File: src/rtl/fa_tlb_pkg.sv
package fa_tlb_pkg;

    typedef enum logic [2:0] {
        OP_NOP        = 3'd0,
        OP_INSERT     = 3'd1,
        OP_DEMAP_PAGE = 3'd2,
        OP_DEMAP_CTX  = 3'd3,
        OP_DEMAP_PART = 3'd4
    } tlb_op_e;

    localparam int SZW          = 2;   // page-size code width
    localparam int PG_SHIFT_MIN = 13;  // smallest page is 8 KiB
    localparam int PG_SHIFT_INC = 3;   // each size step multiplies by 8
    localparam int TAG_W        = 64;
    localparam int TAG_REAL_BIT = 60;
    localparam int TAG_PART_LSB = 61;
    localparam int TAG_SIZE_LSB = 56;
    localparam int LOCK_BIT     = 0;

endpackage

File: src/rtl/tlb_entry_cmp.sv
module tlb_entry_cmp
    import fa_tlb_pkg::*;
#(
    parameter int AW = 40,
    parameter int CW = 13,
    parameter int PW = 3
) (
    input  logic           e_valid,
    input  logic [AW-1:0]  e_base,
    input  logic [SZW-1:0] e_size,
    input  logic [PW-1:0]  e_part,
    input  logic [CW-1:0]  e_ctx,
    input  logic           e_real,
    input  logic           e_lock,
    input  logic [AW-1:0]  lk_va,
    input  logic [PW-1:0]  lk_part,
    input  logic [CW-1:0]  lk_ctx,
    input  logic           lk_real,
    input  logic [AW-1:0]  op_va,
    input  logic [SZW-1:0] op_size,
    input  logic [PW-1:0]  op_part,
    input  logic [CW-1:0]  op_ctx,
    input  logic           op_real,
    output logic           lk_match,
    output logic           op_page_match,
    output logic           op_overlap,
    output logic           op_ctx_match,
    output logic           op_part_unlocked
);

    function automatic logic [AW-1:0] hi_mask(input logic [SZW-1:0] code);
        int sh;
        sh = PG_SHIFT_MIN + PG_SHIFT_INC * int'(code);
        return {AW{1'b1}} << sh;
    endfunction

    logic [AW-1:0] e_hi;
    logic [AW-1:0] op_hi;
    logic [AW-1:0] big_hi;
    logic          lk_id_eq;
    logic          op_id_eq;

    always_comb begin
        e_hi     = hi_mask(e_size);
        op_hi    = hi_mask(op_size);
        big_hi   = (op_size > e_size) ? op_hi : e_hi;
        lk_id_eq = (e_part == lk_part) && (e_ctx == lk_ctx) && (e_real == lk_real);
        op_id_eq = (e_part == op_part) && (e_ctx == op_ctx) && (e_real == op_real);

        lk_match         = e_valid && lk_id_eq && ((lk_va & e_hi) == e_base);
        op_page_match    = e_valid && op_id_eq && ((op_va & e_hi) == e_base);
        op_overlap       = e_valid && op_id_eq && ((op_va & big_hi) == (e_base & big_hi));
        op_ctx_match     = e_valid && (e_part == op_part) && (e_ctx == op_ctx);
        op_part_unlocked = e_valid && (e_part == op_part) && !e_lock;
    end

endmodule

File: src/rtl/tlb_first_set.sv
module tlb_first_set #(
    parameter int N  = 16,
    parameter int IW = 4
) (
    input  logic [N-1:0]  vec,
    output logic          any,
    output logic [IW-1:0] idx
);

    always_comb begin
        any = 1'b0;
        idx = '0;
        for (int i = N - 1; i >= 0; i--) begin
            if (vec[i]) begin
                any = 1'b1;
                idx = IW'(i);
            end
        end
    end

endmodule

File: src/rtl/tlb_tag_pack.sv
module tlb_tag_pack
    import fa_tlb_pkg::*;
#(
    parameter int AW = 40,
    parameter int CW = 13,
    parameter int PW = 3
) (
    input  logic [AW-1:0]    base,
    input  logic [SZW-1:0]   size,
    input  logic [PW-1:0]    part,
    input  logic [CW-1:0]    ctx,
    input  logic             is_real,
    output logic [TAG_W-1:0] tag
);

    always_comb begin
        tag                       = '0;
        tag[AW-1:0]               = base;
        tag[CW-1:0]               = tag[CW-1:0] | ctx;
        tag[TAG_SIZE_LSB +: SZW]  = ~size;
        tag[TAG_REAL_BIT]         = is_real;
        tag[TAG_PART_LSB +: PW]   = part;
    end

endmodule

File: src/rtl/fa_tlb.sv
module fa_tlb
    import fa_tlb_pkg::*;
#(
    parameter int    N_ENTRIES = 16,
    parameter int    AW        = 40,
    parameter int    CW        = 13,
    parameter int    PW        = 3,
    parameter int    DW        = 32,
    localparam int   IW        = (N_ENTRIES > 1) ? $clog2(N_ENTRIES) : 1
) (
    input  logic             clk,
    input  logic             rst,
    input  logic [2:0]       op,
    input  logic [AW-1:0]    op_va,
    input  logic [SZW-1:0]   op_size,
    input  logic [PW-1:0]    op_part,
    input  logic [CW-1:0]    op_ctx,
    input  logic             op_is_real,
    input  logic [DW-1:0]    op_data,
    input  logic             op_explicit,
    input  logic [IW-1:0]    op_index,
    input  logic             lk_en,
    input  logic [AW-1:0]    lk_va,
    input  logic [PW-1:0]    lk_part,
    input  logic [CW-1:0]    lk_ctx,
    input  logic             lk_is_real,
    output logic             lk_hit,
    output logic [IW-1:0]    lk_idx,
    output logic [DW-1:0]    lk_data,
    input  logic [IW-1:0]    rd_idx,
    output logic [TAG_W-1:0] rd_tag
);

    if (N_ENTRIES > 64 || N_ENTRIES < 1) begin : g_bad_depth
        $error("fa_tlb: N_ENTRIES must lie between 1 and 64");
    end
    if (AW > TAG_SIZE_LSB || CW > PG_SHIFT_MIN || PW > 3) begin : g_bad_widths
        $error("fa_tlb: field widths do not fit the tag word");
    end

    localparam logic [IW-1:0] LAST_IDX = IW'(N_ENTRIES - 1);

    typedef struct packed {
        logic           valid;
        logic           used;
        logic [AW-1:0]  base;
        logic [SZW-1:0] size;
        logic [PW-1:0]  part;
        logic [CW-1:0]  ctx;
        logic           is_real;
        logic [DW-1:0]  data;
    } slot_t;

    typedef struct packed {
        slot_t [N_ENTRIES-1:0] slot;
    } state_t;

    state_t st_d, st_q;

    tlb_op_e op_e;
    assign op_e = tlb_op_e'(op);

    // ---------------------------------------------------------------
    // Per-slot comparison
    // ---------------------------------------------------------------
    logic [N_ENTRIES-1:0] lk_hit_vec;
    logic [N_ENTRIES-1:0] pg_vec;
    logic [N_ENTRIES-1:0] ovl_vec;
    logic [N_ENTRIES-1:0] ctx_vec;
    logic [N_ENTRIES-1:0] part_vec;
    logic [N_ENTRIES-1:0] free_vec;
    logic [N_ENTRIES-1:0] valid_vec;
    logic [N_ENTRIES-1:0] used_vec;

    for (genvar g = 0; g < N_ENTRIES; g++) begin : g_slot
        tlb_entry_cmp #(.AW(AW), .CW(CW), .PW(PW)) u_cmp (
            .e_valid         (st_q.slot[g].valid),
            .e_base          (st_q.slot[g].base),
            .e_size          (st_q.slot[g].size),
            .e_part          (st_q.slot[g].part),
            .e_ctx           (st_q.slot[g].ctx),
            .e_real          (st_q.slot[g].is_real),
            .e_lock          (st_q.slot[g].data[LOCK_BIT]),
            .lk_va           (lk_va),
            .lk_part         (lk_part),
            .lk_ctx          (lk_ctx),
            .lk_real         (lk_is_real),
            .op_va           (op_va),
            .op_size         (op_size),
            .op_part         (op_part),
            .op_ctx          (op_ctx),
            .op_real         (op_is_real),
            .lk_match        (lk_hit_vec[g]),
            .op_page_match   (pg_vec[g]),
            .op_overlap      (ovl_vec[g]),
            .op_ctx_match    (ctx_vec[g]),
            .op_part_unlocked(part_vec[g])
        );
        assign valid_vec[g] = st_q.slot[g].valid;
        assign used_vec[g]  = st_q.slot[g].used;
        assign free_vec[g]  = !st_q.slot[g].valid || !st_q.slot[g].used;
    end

    // ---------------------------------------------------------------
    // Hit and victim selection
    // ---------------------------------------------------------------
    logic          free_any;
    logic [IW-1:0] free_idx;
    logic [IW-1:0] victim_idx;
    logic [IW-1:0] ins_tgt;
    logic          ins_ok;

    tlb_first_set #(.N(N_ENTRIES), .IW(IW)) u_hit_sel (
        .vec (lk_hit_vec),
        .any (lk_hit),
        .idx (lk_idx)
    );

    tlb_first_set #(.N(N_ENTRIES), .IW(IW)) u_free_sel (
        .vec (free_vec),
        .any (free_any),
        .idx (free_idx)
    );

    assign victim_idx = free_any ? free_idx : LAST_IDX;
    assign ins_tgt    = op_explicit ? op_index : victim_idx;
    assign ins_ok     = !op_explicit || (int'(op_index) < N_ENTRIES);
    assign lk_data    = st_q.slot[lk_idx].data;

    // ---------------------------------------------------------------
    // Tag read-back
    // ---------------------------------------------------------------
    logic [IW-1:0] rd_sel;
    assign rd_sel = (int'(rd_idx) < N_ENTRIES) ? rd_idx : '0;

    tlb_tag_pack #(.AW(AW), .CW(CW), .PW(PW)) u_tag (
        .base    (st_q.slot[rd_sel].base),
        .size    (st_q.slot[rd_sel].size),
        .part    (st_q.slot[rd_sel].part),
        .ctx     (st_q.slot[rd_sel].ctx),
        .is_real (st_q.slot[rd_sel].is_real),
        .tag     (rd_tag)
    );

    // ---------------------------------------------------------------
    // Next state
    // ---------------------------------------------------------------
    function automatic state_t age_used(input state_t s, input logic [IW-1:0] keep);
        state_t r;
        logic   full;
        r    = s;
        full = 1'b1;
        for (int i = 0; i < N_ENTRIES; i++) begin
            full = full & s.slot[i].used;
        end
        if (full) begin
            for (int i = 0; i < N_ENTRIES; i++) begin
                r.slot[i].used = (i == int'(keep));
            end
        end
        return r;
    endfunction

    logic [AW-1:0] ins_base;
    always_comb begin
        ins_base = op_va & ({AW{1'b1}} << (PG_SHIFT_MIN + PG_SHIFT_INC * int'(op_size)));
    end

    always_comb begin
        st_d = st_q;
        case (op_e)
            OP_NOP: begin
                if (lk_en && lk_hit) begin
                    st_d.slot[lk_idx].used = 1'b1;
                    st_d = age_used(st_d, lk_idx);
                end
            end
            OP_INSERT: begin
                if (ins_ok) begin
                    for (int i = 0; i < N_ENTRIES; i++) begin
                        if (ovl_vec[i]) begin
                            st_d.slot[i].valid = 1'b0;
                            st_d.slot[i].used  = 1'b0;
                        end
                    end
                    st_d.slot[ins_tgt] = '{valid:   1'b1,
                                           used:    1'b1,
                                           base:    ins_base,
                                           size:    op_size,
                                           part:    op_part,
                                           ctx:     op_ctx,
                                           is_real: op_is_real,
                                           data:    op_data};
                    st_d = age_used(st_d, ins_tgt);
                end
            end
            OP_DEMAP_PAGE: begin
                for (int i = 0; i < N_ENTRIES; i++) begin
                    if (pg_vec[i]) begin
                        st_d.slot[i].valid = 1'b0;
                        st_d.slot[i].used  = 1'b0;
                    end
                end
            end
            OP_DEMAP_CTX: begin
                for (int i = 0; i < N_ENTRIES; i++) begin
                    if (ctx_vec[i]) begin
                        st_d.slot[i].valid = 1'b0;
                        st_d.slot[i].used  = 1'b0;
                    end
                end
            end
            OP_DEMAP_PART: begin
                for (int i = 0; i < N_ENTRIES; i++) begin
                    if (part_vec[i]) begin
                        st_d.slot[i].valid = 1'b0;
                        st_d.slot[i].used  = 1'b0;
                    end
                end
            end
            default: ;
        endcase
    end

    always_ff @(posedge clk) begin
        if (rst) begin
            st_q <= '0;
        end else begin
            st_q <= st_d;
        end
    end

endmodule

File: config.mk
export PLATFORM = sky130hd
export DESIGN_NAME = fa_tlb
export DESIGN_NICKNAME = d
export VERILOG_FILES = /design/src/rtl/fa_tlb_pkg.sv /design/src/rtl/tlb_entry_cmp.sv /design/src/rtl/tlb_first_set.sv /design/src/rtl/tlb_tag_pack.sv /design/src/rtl/fa_tlb.sv
export SDC_FILE = /design/constraint.sdc
export NUM_CORES = 2
export LEC_CHECK = 0
export ABC_AREA = 0
export BUFFER_PORTS_ARGS = -buffer_cell sky130_fd_sc_hd__buf_2
export CORE_MARGIN = 5
export CORE_UTILIZATION = 30
export DETAILED_ROUTE_END_ITERATION = 16
export PLACE_DENSITY = 0.47
export SLEW_MARGIN = 0
export SYNTH_ARGS = -nofsm -noshare
export SYNTH_HDL_FRONTEND = slang
export SYNTH_SLANG_ARGS = --single-unit
export TNS_END_PERCENT = 50
File: constraint.sdc
create_clock -name clk -period 7 [get_ports clk]
set_clock_uncertainty 0.15 [all_clocks]
set_input_delay 1.05 -clock clk [delete_from_list [all_inputs] [get_ports clk]]
set_output_delay 1.05 -clock clk [all_outputs]
set_load 0.03 [all_outputs]
## After elaboration in Yosys (flattened, before gate mapping)

Cells that the tools add are included.

- Bits in registers: 1,488
- Input port bits: 163
- Output and inout port bits: 101
- Word-level logic and storage cells: 1,042

- Add/sub/neg operators: 17
- Multiply operators: 17
- $lt $le $gt $ge: 21
- Equal/unequal tests: 227
- Shift operators: 17
- Multiplexer cells: 237
- Bitwise logic cells: 97
- Reductions and logical operators: 281

Operators with widths:

| cell | count |
|---|---|
| $bwmux W1488 | 2 |
| $pmux W91 S2 | 16 |
| $and A40 B40 Y40 | 65 |
| $eq A40 B40 Y1 | 48 |
| $mux W1488 | 1 |
| $bmux W93 S4 | 2 |
| $demux W93 S4 | 2 |
| $shl A40 B32 Y40 const A | 17 |
| $mux W40 | 16 |
| $add A5 B32 Y32 const A | 17 |
| $eq A13 B13 Y1 | 32 |
| $logic_and A1 B1 Y1 | 195 |
| $mux W2 | 80 |
| $pmux W2 S5 | 16 |
| $mux W4 | 34 |
| $eq A3 B3 Y1 | 32 |
| $ne A2 B1 Y1 const B | 48 |
| $mux W93 | 1 |
| $mux W92 | 1 |
| $mux W91 | 1 |
| $reduce_and A5 Y1 | 16 |
| $mul A2 B2 Y4 const A | 17 |
| $eq A4 B4 Y1 const A | 16 |
| $mux W1 | 64 |
| 22 further kinds | 175 |

## Longest topological paths before layout

- Depth after elaboration: 45
- Mapped depth: 21

## Modules after synthesis

From an unflattened synthesis, not the netlist that was laid out.

- Cells, all modules: 13,075
- Area, all modules: 102,407.0 um^2

Modules (own cells, without submodules):

| module | instances | cells each | area an instance (um^2) | sequential area each (um^2) |
|---|---|---|---|---|
| fa_tlb | 1 | 7,232 | 62,671.4 | 29,788.6 |
| tlb_entry_cmp | 16 | 357 | 2,432.3 | 0.0 |
| tlb_tag_pack | 1 | 65 | 460.4 | 0.0 |
| tlb_first_set | 2 | 33 | 178.9 | 0.0 |

## Worst setup path after synthesis

No wires, ideal clock.

- Path kind: input-to-output
- Start point: input port lk_ctx[8]
- End point: output port lk_data[19]
- Arrival time: 4.990 ns
- Required time: 5.800 ns
- Setup slack: 0.810 ns
- Stages: 13
- Path buffers: 3
- Cells stage by stage: buf_2 inv_1 a221o_1 or4b_1 or4_4 nor4_4 nand2_1 a311o_1 a21oi_4 buf_2 clkbuf_1 mux2_2 o221ai_1

- Cells in the longest elaborated chain, start to end: 23
- Elaborated cells between the ends (all ways): 98
- Those cells by class: eq/ne (16); mux (18); reduce/logical (64)

RTL lines:

| what | RTL line | RTL |
|---|---|---|
| start: declaration | fa_tlb.sv:25 | `input logic [CW-1:0] lk_ctx,` |
| $eq A13 B13 Y1 | tlb_entry_cmp.sv:47 | `lk_id_eq = (e_part == lk_part) && (e_ctx == lk_ctx) && (e_real == lk_real);` |
| $logic_and A1 B1 Y1 (2 in a row) | tlb_entry_cmp.sv:47 |  |
| $logic_and A1 B1 Y1 (2 in a row) | tlb_entry_cmp.sv:50 | `lk_match = e_valid && lk_id_eq && ((lk_va & e_hi) == e_base);` |
| $mux W4 (15 in a row) | tlb_first_set.sv:14 | `if (vec[i]) begin` |
| $mux W4 * | tlb_first_set.sv:14 |  |
| $bmux W93 S4 * | fa_tlb.sv:128 | `assign lk_data = st_q.slot[lk_idx].data;` |
| $mux W32 (not written as such) * | fa_tlb.sv:128 |  |
| end: declaration | fa_tlb.sv:29 | `output logic [DW-1:0] lk_data,` |

Every way passes the cells marked *; elsewhere a longest branch is shown, timed or not. The select of a mux whose other input is x is not followed.

## Worst setup path in the final report

- Start point: register st_q[1258] (netlist name)
- End point: output port lk_data[20]

- Cells in the longest elaborated chain, start to end: 22

RTL lines:

| what | RTL line | RTL |
|---|---|---|
| start: declaration | fa_tlb.sv:58 | `state_t st_d, st_q;` |
| start signal: assignment | fa_tlb.sv:229 | `st_q <= st_d;` |
| $mul A2 B2 Y4 | tlb_entry_cmp.sv:33 | `sh = PG_SHIFT_MIN + PG_SHIFT_INC * int'(code);` |
| $add A5 B32 Y32 | tlb_entry_cmp.sv:33 |  |
| $shl A40 B32 Y40 | tlb_entry_cmp.sv:34 | `return {AW{1'b1}} << sh;` |
| $and A40 B40 Y40 | tlb_entry_cmp.sv:50 |  |
| $eq A40 B40 Y1 | tlb_entry_cmp.sv:50 |  |
| $logic_and A1 B1 Y1 | tlb_entry_cmp.sv:50 |  |
| $mux W4 (14 in a row) | tlb_first_set.sv:14 |  |
| $bmux W93 S4 | fa_tlb.sv:128 |  |
| $mux W32 (not written as such) | fa_tlb.sv:128 |  |

Every way passes these cells. The select of a mux whose other input is x is not followed.

==> results.txt <==
vias per cell: 6.084
H-Tree Depth: 4
Main synth FF type: dfxtp_1
# setup viols final: 23
via count: 111.0k
Core Region: 0.3271 mm^2
Sequential Power Share: 37.2%
clock network power share: 48.3%
Slew HR: -0.8421%
GP Congestion: 1.080
FF-to-FF Start: st_q[1258]
# clock sinks: 1,488
setup slack after layout: -0.1237 ns
Max FO, Critical Path: 18
area leader, netlist: dfxtp_1
CTS root buf: clkbuf_16
commonest non-fill, non-tap cells in the layout: 3,182 x nand2_1, 1,558 x a21oi_1, 1,471 x dfxtp_1, 1,169 x buf_4, 797 x xor2_1
nets: 13.95k
post-synth top area share: 30.27%
Cell variety after synth: 96
Die Area: 0.3396 mm^2
Sw Share: 30.66%
status: complete, but fails checks
hold path startpoint: st_q[1227]
sw power: 7.047 mW
Top reg by flops: st_q
Routed Antenna Nets: 0
initial antenna violation count: 118
Area Overhead vs Synth: 22.92%
Mean Syn Cell Area: 7.492 um^2
max FFs per register: 1,488
vias in the first global route: 100.5k
unrepaired setup endpoints after global routing: yes
failing checks: capacitance limit, slew limit, setup timing
post-synthesis cell area: 0.09842 mm^2
grt ovf: 0
CP endpoint kind: output port
top cells by area, synth: dfxtp_1 30%, nand2_1 12%, a21oi_1 8.0%
Die Ht: 582.8 um
Leakage: 44.74 nW
clk slew on worst S/H paths: 0.06 ns
reg2reg setup slack: 1.10 ns
first-pass GRT wire length: 960.2 mm
sequential area share after synthesis: 30.27%
most common cell after layout, fill and taps aside: nand2_1
WL per Instance: 40.28 um
Register Area: 0.02981 mm^2
hold path endpoint: st_q[1227]
WL final: 735.2 mm
fin util: 36.98%
Max Root-Sink Buffers: 4
Gate Count Post-Synth: 13.14k
DRC: 0
Largest regs: st_q x1488
combinational share of power: 14.4%
CTS buffer count: 195
yosys warns: 0
placed insts: 17.75k
maximum vdd drop: 0.1798 mV
WS Path Type: flip-flop to output port
R2R Path End: st_q[1300]
P_int: 15.93 mW
f_max: 140.4 MHz
Tcrit/Tclk final: 101.8%
Post-Layout Inst Area: 0.1210 mm^2
multi-input logic area: 0.06466 mm^2
IO buf count: 245
critical path data required time: 5.80 ns
worst r2r path cells: 19
first drt pass iteration count: 6
Max Cap Violations: 1
Final Non-Filler Cells: 18.25k
CP arrival: 5.92 ns
Min-Delay Path Class: flip-flop to flip-flop
Pwr Density: 190.0 mW/mm^2
hold-critical path depth: 2
Worst-Skew Late Latency: 0.98 ns
final hold vios: 0
FILL cells: 34.40k
setup tns final: -1.060 ns
Rows: 210
Final Max Slew Viols: 10
pre-CTS setup slack: -0.8404 ns
largest net degree at the start of global routing: 183
flops & latches, synth: 1,488
Least-Margin Pin Slew: 1.511 ns
min Tclk post-route: 7.124 ns
GRT Total Usage: 41.13%
Placed Area: 0.1120 mm^2
share of cells above drive strength 1: 17.79%
DRT iter0 DRCs: 16.87k
CTS tree: done
effective utilization at floorplan: 30.09%
Die X: 582.8 um
Worst Setup Start Kind: flip-flop
number of synthesized flops with an enable pin: 0
FFs w/ async S/R, synth: 0%
DP HPWL: 564.4 mm
# IOs: 264
-- synth_stat cells, drive strengths merged, types with 39 or more instances --
cell	count
o32ai	73
nor4bb	41
nand2	3202
or4	43
nor2	522
ha	114
nor3	196
nand3	183
a2111oi	61
nor3b	41
xor2	803
o211ai	54
nand4	272
buf	279
a211oi	58
mux2i	290
dfxtp	1488
nor4	252
clkbuf	973
mux2	104
a32oi	39
nor2b	144
xnor2	740
o31ai	40
o22ai	70
o311ai	71
a31oi	72
inv	140
nand2b	112
a21oi	1578
and2	108
o21ai	279
mux4	165
-- kinds of logic after synthesis --
| family | Yosys count | synth area share (%) |
|---|---|---|
| AND/OR/NAND/NOR | 5315 | 24.45 |
| AO/OA/AOI/OAI | 2717 | 16.58 |
| other | 1 | 0.003810 |
| multiplexers | 559 | 7.915 |
| buffers and inverters | 1398 | 5.598 |
| XOR/XNOR | 1543 | 13.73 |
| flip-flops | 1488 | 30.27 |
| adder cells (fa/ha/maj) | 115 | 1.459 |
-- how the worst max path moves through the flow --
stage                     cells past startpoint        from  slack (ns)     endpoint
final                                        19  st_q[1258]       -0.12  lk_data[20]
after floorplan                              13   lk_ctx[8]        0.81  lk_data[19]
after detailed placement                     19   lk_ctx[9]       -0.84  lk_data[30]
after CTS                                    19  st_q[1258]       -0.08  lk_data[22]
after global placement                       20   lk_va[14]       -0.88  lk_data[30]
after global routing                         18  st_q[1259]       -0.10  lk_data[22]
-- cell type report --
type | count | area share (%)
inverter | 145 | 0.4561
clock buffer | 262 | 4.575
sequential | 1488 | 24.64
multi-input combinational | 10270 | 53.44
clock inverter | 92 | 1.045
antenna | 75 | 0.1551
timing repair buffer | 1575 | 11.19
tap | 4346 | 4.495
-- power groups by stage --
stage / logic (mW) / clock network (mW) / registers (mW)
floorplan: 1.47 / 0 / 8.71
global placement: 3.16 / 0 / 8.74
detailed placement: 3.14 / 0 / 8.74
CTS: 3.16 / 11.2 / 8.55
global route: 3.30 / 11.5 / 8.55
finish: 3.32 / 11.1 / 8.55
-- worst max-delay path, cell delays in order (launching register included) --
cell	delay, ns
dfxtp_4	0.39
inv_4	0.06
ha_4	0.17
buf_4	0.14
buf_12	0.15
nor4bb_2	0.94
nor2_2	0.06
nand4_1	0.15
or4_4	0.16
nor4_4	0.05
buf_6	0.15
a41o_1	0.21
a311o_2	0.43
a21oi_4	0.32
buf_4	0.19
buf_12	0.11
bufbuf_16	0.33
mux2_2	0.35
o211ai_1	0.34
buf_4	0.24
-- through the flow --
stage               hold slack (ns)  power, mW
floorplan                    0.2829      10.18
global placement             0.2914      11.90
detailed placement           0.2952      11.88
CTS                          0.2482      22.91
global route                 0.3146      23.34
finish                       0.3014      22.98
-- metal layers --
layer	up-vias	track usage, %	wire length (um)	part of all wire (%)
li1	46500	-	-	-
met1	54920	50.02	275800	38
met2	7562	61.10	308200	42
met3	2005	10.99	77680	11
met4	58	33.03	73130	9.9
met5	-	0	389	0.053
-- timing repair --
item,CTS,global route
buffers inserted,29,37
gates cloned,6,5
hold endpoints to repair,0,0
pin swaps,28,29
hold buffers,0,0
resized for setup,184,133
setup endpoints to repair,32,32
(Power assumes the default switching activity.)
